`config.mk`:
```
export PLATFORM = sky130hd
export DESIGN_NAME = flash_cmd_seq
export DESIGN_NICKNAME = d
export VERILOG_FILES = /design/src/rtl/flash_cmd_seq.sv
export SDC_FILE = /design/constraint.sdc
export NUM_CORES = 1
export LEC_CHECK = 0
export ABC_AREA = 1
export CAP_MARGIN = 30
export CORE_UTILIZATION = 57
export CTS_CLUSTER_DIAMETER = 100
export CTS_CLUSTER_SIZE = 10
export DETAILED_ROUTE_END_ITERATION = 7
export DONT_BUFFER_PORTS = 1
export PLACE_DENSITY = 0.72
export SETUP_SLACK_MARGIN = 0.15
export SYNTH_ARGS = -nofsm -noshare
export SYNTH_HDL_FRONTEND = slang
export SYNTH_SLANG_ARGS = --single-unit
```
`constraint.sdc`:
```
create_clock -name clk -period 3.9 [get_ports clk]
set_input_delay 0.78 -clock clk [delete_from_list [all_inputs] [get_ports clk]]
set_output_delay 0.78 -clock clk [all_outputs]
set_load 0.05 [all_outputs]
```
`src/rtl/flash_cmd_seq.sv`:
```
module flash_cmd_seq #(
  parameter int AW = 12,
  parameter int BW = 2
) (
  input  logic          clk,
  input  logic          rst_n,
  input  logic          wr_en,
  input  logic [AW-1:0] wr_addr,
  input  logic [15:0]   wr_data,
  input  logic          lock_off,
  output logic          busy,
  output logic          err_erase,
  output logic          err_prog,
  output logic          op_start,
  output logic [1:0]    op_kind,
  output logic [AW-1:0] op_addr,
  output logic [15:0]   op_data,
  input  logic          op_done,
  input  logic          op_fail
);
  localparam int NB = 1 << BW;
  localparam logic [7:0] C_PROG = 8'h40, C_ERASE = 8'h20, C_ALL = 8'hA7,
                         C_LOCK = 8'h77, C_READ = 8'hFF, C_CLR = 8'h50, C_OK = 8'hD0;

  typedef enum logic [1:0] {S_IDLE, S_CONF, S_BUSY} st_t;

  st_t           st;
  logic [7:0]    pend;
  logic [NB-1:0] locked;
  logic          ovr;

  wire [7:0]    lo      = wr_data[7:0];
  wire [BW-1:0] wblk    = wr_addr[AW-1 -: BW];
  wire [BW-1:0] oblk    = op_addr[AW-1 -: BW];
  wire          wlocked = locked[wblk] & ~lock_off;
  wire          fin     = (st == S_BUSY) && op_done;

  logic go, seq, e_set, p_set, to_conf, clr;
  logic [1:0] gk;

  always_comb begin
    go = 1'b0; gk = 2'd0; seq = 1'b0; e_set = 1'b0; p_set = 1'b0;
    to_conf = 1'b0; clr = 1'b0;
    if (wr_en && st == S_IDLE) begin
      case (lo)
        C_READ: ;
        C_CLR: clr = 1'b1;
        C_PROG, C_ERASE, C_ALL, C_LOCK: to_conf = 1'b1;
        default: seq = 1'b1;
      endcase
    end else if (wr_en && st == S_CONF) begin
      if (pend == C_PROG) begin
        if (wlocked) p_set = 1'b1;
        else go = 1'b1;
      end else if (lo == C_OK) begin
        case (pend)
          C_ERASE: if (wlocked) e_set = 1'b1; else begin go = 1'b1; gk = 2'd1; end
          C_ALL:   begin go = 1'b1; gk = 2'd2; end
          default: begin go = 1'b1; gk = 2'd3; end
        endcase
      end else if (lo != C_READ) begin
        seq = 1'b1;
      end
    end
  end

  wire fail_e = fin && op_fail && (op_kind == 2'd1 || op_kind == 2'd2);
  wire fail_p = fin && op_fail && (op_kind == 2'd0 || op_kind == 2'd3);

  always_ff @(posedge clk or negedge rst_n) begin
    if (!rst_n) begin
      st        <= S_IDLE;
      pend      <= '0;
      locked    <= '1;
      ovr       <= 1'b0;
      err_erase <= 1'b0;
      err_prog  <= 1'b0;
      op_start  <= 1'b0;
      op_kind   <= '0;
      op_addr   <= '0;
      op_data   <= '0;
    end else begin
      op_start  <= go;
      err_erase <= clr ? 1'b0 : (err_erase | seq | e_set | fail_e);
      err_prog  <= clr ? 1'b0 : (err_prog  | seq | p_set | fail_p);
      if (to_conf) begin
        st   <= S_CONF;
        pend <= lo;
      end else if (st == S_CONF && wr_en) begin
        st <= go ? S_BUSY : S_IDLE;
      end
      if (go) begin
        op_kind <= gk;
        op_addr <= wr_addr;
        op_data <= wr_data;
        ovr     <= lock_off;
      end
      if (fin) begin
        st <= S_IDLE;
        if (!op_fail) begin
          case (op_kind)
            2'd1: locked[oblk] <= 1'b0;
            2'd2: if (ovr) locked <= '0;
            2'd3: locked[oblk] <= 1'b1;
            default: ;
          endcase
        end
      end
    end
  end

  assign busy = (st == S_BUSY);

  a_r11_start_busy: assert property (@(posedge clk) disable iff (!rst_n)
    op_start |-> busy);
  a_r11_busy_ignores_writes: assert property (@(posedge clk) disable iff (!rst_n)
    busy && wr_en && !op_done |=> $stable({err_erase, err_prog}) && $stable(op_addr) && !op_start);
  a_r10_sticky_erase: assert property (@(posedge clk) disable iff (!rst_n)
    err_erase && !(wr_en && st == S_IDLE && wr_data[7:0] == C_CLR) |=> err_erase);
  a_r10_sticky_prog: assert property (@(posedge clk) disable iff (!rst_n)
    err_prog && !(wr_en && st == S_IDLE && wr_data[7:0] == C_CLR) |=> err_prog);
  a_r7_no_locked_program: assert property (@(posedge clk) disable iff (!rst_n)
    op_start && op_kind == 2'd0 |-> !locked[oblk] || ovr);
  a_r6_locked_erase: assert property (@(posedge clk) disable iff (!rst_n)
    st == S_CONF && pend == C_ERASE && wr_en && wr_data[7:0] == C_OK && locked[wblk] && !lock_off
    |=> err_erase && !op_start);
  a_r9_program_fail: assert property (@(posedge clk) disable iff (!rst_n)
    busy && op_done && op_fail && op_kind == 2'd0 |=> err_prog);
endmodule

```
# After elaboration in Yosys (flattened, before gate mapping)
# Index checks and enable logic that the tools add are counted.
# totals
register_bits	48
in_bits	34
# op_classes
n_reduce_logical	16
n_bitwise	12
mux	43
order_cmp	3
eq_ne	17
# ops
cell	n
== test 8 x 7 -> 1 bit, second input constant	4
== test 8 bit, second input constant	4
two-way mux 1 bit	30
== test 8 x 6 -> 1 bit, second input constant	2
two-way mux 2 bit	8
one-hot mux 4 bit (3 select lines)	1
inequality test 8 bit, second input constant	1
logical AND 1 bit	7
== test 2 bit, second input constant	3
less-than comparator 2 x 3 -> 1 bit, second input constant	2
OR 1 bit	6
nonzero test 3 bit	2
OR reduction 6 bit	1
AND 4 bit	1
== test 2 x 1 -> 1 bit, second input constant	2
zero test 2 bit	2
two-way mux 4 bit	1
inverter 4 bit	1
OR 4 bit	1
one-hot mux 2 bit (2 select lines)	1
AND reduction 4 bit	1
OR reduction 4 bit	1
binary-select mux 1 bit (select 2 bit)	1
demux 1 bit (select 2 bit)	1
other kinds (5)	7

# Depth between registers and ports, before layout
# logic_depth
depth_word	13
depth_mapped	11

# Worst setup path after synthesis
# OpenSTA, ideal clock, no wires.
# synth_timing
path_kind	flip-flop to output port
from	register st[0]
to	output busy
t_arrival_ns	1.048
required_time_ns	3.120
path_stages_with_launch	2
slack_ns	2.072
path_buffers	0
cell_sequence	dfrtp_1 -> nor2_1
# synth_between
elab_chain_len	1
# synth_rtl
item	line	rtl
from (decl)	27	st_t st;
from (signal assigned)	90	st <= go ? S_BUSY : S_IDLE;
== test 2 bit	112	assign busy = (st == S_BUSY);
to (decl)	11	output logic busy,
# No other way between the ends.

# Final worst setup path
# Same ends and word-level chain as after synthesis.

==> impl_metrics.toml <==
[floorplanning]
die_y_um = 66.9
dieArea_mm2 = 0.00447
pin_count = 68
fp.dieW_um = 66.9
fp-row-count = 23
core_mm2 = 0.00403
start_util_pct = 59.5

[logic_synthesis]
synthXorXnorAreaFrac_pct = 0.365
syn_inst = 299
yosys.area.top_type = "dfrtp_1"
synth_top_area_share_pct = 45.9
synth.distinct_cells = 28
syn_avg_cell_area_um2 = 8.02
netlist_area_mm2 = 0.00240
synth_top_family_by_area = "simple AND/OR/NAND/NOR gates"
async_reset_ff_share_pct = 100
synth_ff_type = "dfrtp_1"
synth_edf_count = 0
synth-compound-area-share_pct = 6.47
synth-simple-area-share_pct = 32.6
synthAdderAreaFrac_pct = 1.57
ys_seq_elements = 48
synthMuxAreaShare_pct = 0
yosysWarnings = 0
ys_seq_area_share_pct = 50.3
synth_area_leaders = "dfrtp_1 46%, nand2_1 15%, nand3_1 7.7%"
syn_nets = 336

[critical_path]
crit_type = "register to output pin"
cpLargestDelayFamily = "simple AND/OR/NAND/NOR gates"
arrival_ns = 1.41
critPathSlowestCell = "nor2_1"
reg2reg_slack_ns = 1.82
critPathMaxStageDelay_ns = 0.71
worst_setup_path_end_kind = "output pin"
crit_chain = "nor2_1"
critPathRequiredTime_ns = 3.12
critPathMaxFanout = 2
start_kind = "register"
path_buf_inv = 0

[power]
power_density_mw_per_mm2 = 353
power.leakage_nw = 1.34
peakVddDrop_mv = 0.270
p_total_uw = 878

[grt]
grt_pass1_vias = 1588
overflow = 0
antenna_found_initial = 0
grt_util_all_layers_pct = 22.3
grt_max_degree = 49
grt_pass1_wl_um = 7430

[placed_design]
place_area_mm2 = 0.00237
place_congestion = 0.823
io_buffers = 0
dp_hpwl_um = 3410

[sta]
hold_ws_ns = 0.152
fmax_ghz = 0.457
finalClockSkew_ns = 0.0129
slew_headroom_pct = 38.6
finalCritPeriodShare_pct = 56.1
finalSetupViolCount = 0
hold_violations = 0
finalMaxSlewViolations = 0
tns_ns = 0
min_period_ns = 2.19
tightest_slew_ns = 0.917
rsz0062_at_grt = "false"

[finish]
layout_commonest_cell = "nand2_1"
final_area_mm2 = 0.00248
nets = 333
syn_to_final_growth_pct = 3.60
antennaDiodeCount = 0
final_util_pct = 61.6
mostFrequentLayoutCells = "97 x nand2_1, 44 x dfrtp_1, 37 x nand3_1"
drive_above_1_share_pct = 8.75

[run_status]
status = "completed"

[detailed_routing]
wl_per_cell_um = 13.6
num_vias = 1859
routed_wl_um = 4720
drtIter0Drc = 112
ant_nets = 0
drt-pass1-iter-count = 4
drcViolationCount = 0
vias_per_cell = 5.36

[clocking]
clock-sinks = 48
cts_hold_buf = 0
cts_buffers = 5
clockBufferDepth = 2
clk_latency_ns = 0.31
post_cts_buffers = 0
clockRootBuffer = "clkbuf_8"
clk_pin_slew_ns = 0.10
cts_htree_levels = 2
cts_resized = 0
cts_tree = "done"

[flow_run]
drv_cap = 0

[min_path]
hp-class = "primary input to async pin"
## through the flow
stage	instances	worst slack [ns]
after floorplan	299	2.07
after global placement	339	1.69
after detailed placement	339	1.67
after CTS	347	1.70
after global routing	347	1.66
final	347	1.71
## cells in the mapped netlist (4+ instances only)
master	count
a31oi_1	5
inv_1	28
o21ai_0	7
nand3_1	37
buf_4	4
buf_6	5
o21ai_1	4
nor3_1	4
nand2_1	97
nor2_1	24
dfstp_2	4
dfrtp_1	44
nor2_2	5
a21oi_1	9
## path summary, 6_finish.rpt
path                       startpoint         end  cells past startpoint
max in group asynchronous       rst_n   locked[2]                      0
min in group clk              pend[5]     pend[5]                      2
hold / removal                  rst_n  op_addr[5]                      0
setup / recovery                st[0]        busy                      1
hold reg to reg               pend[5]     pend[5]                      2
setup reg to reg                st[0]   locked[3]                      4
## cells by family after synthesis
| family | count (synthesis) |
|---|---|
| AOI/OAI and AO/OA | 28 |
| xor gates and xnor gates | 1 |
| adders and majority gates | 3 |
| buffers and inverters | 41 |
| DFF | 48 |
| and+or+nand+nor | 178 |
## metal layers
metal	share of wire, %	global-route usage, %	vias to the layer above
met5	0	0	-
met4	0.17	5.05	0
met3	8.7	10.1	2
met2	48	34.8	54
met1	43	28.2	862
li1	-	-	941
## layout make-up
type	instances	area, um^2
Clock buffer	5	68.8
Clock inverter	3	46.3
Fill cell	355	1550
Inverter	31	116
Multi-Input combinational cell	210	983
Sequential cell	48	1210
Tap cell	50	62.6
## state kept, by name, indices dropped and copies added (netlist names)
register and flops:
op_data 16, locked 4, st 2, err_erase 1, ovr 1, err_prog 1, op_start 1, op_addr 12
pend 8, op_kind 2
## report_power, final
part,internal [mW],switching (mW),total [mW]
sequential,0.498,0,0.498
combinational,0.00467,0.00815,0.0128
clock,0.193,0.174,0.367
Power figures use the tool's default switching activity.
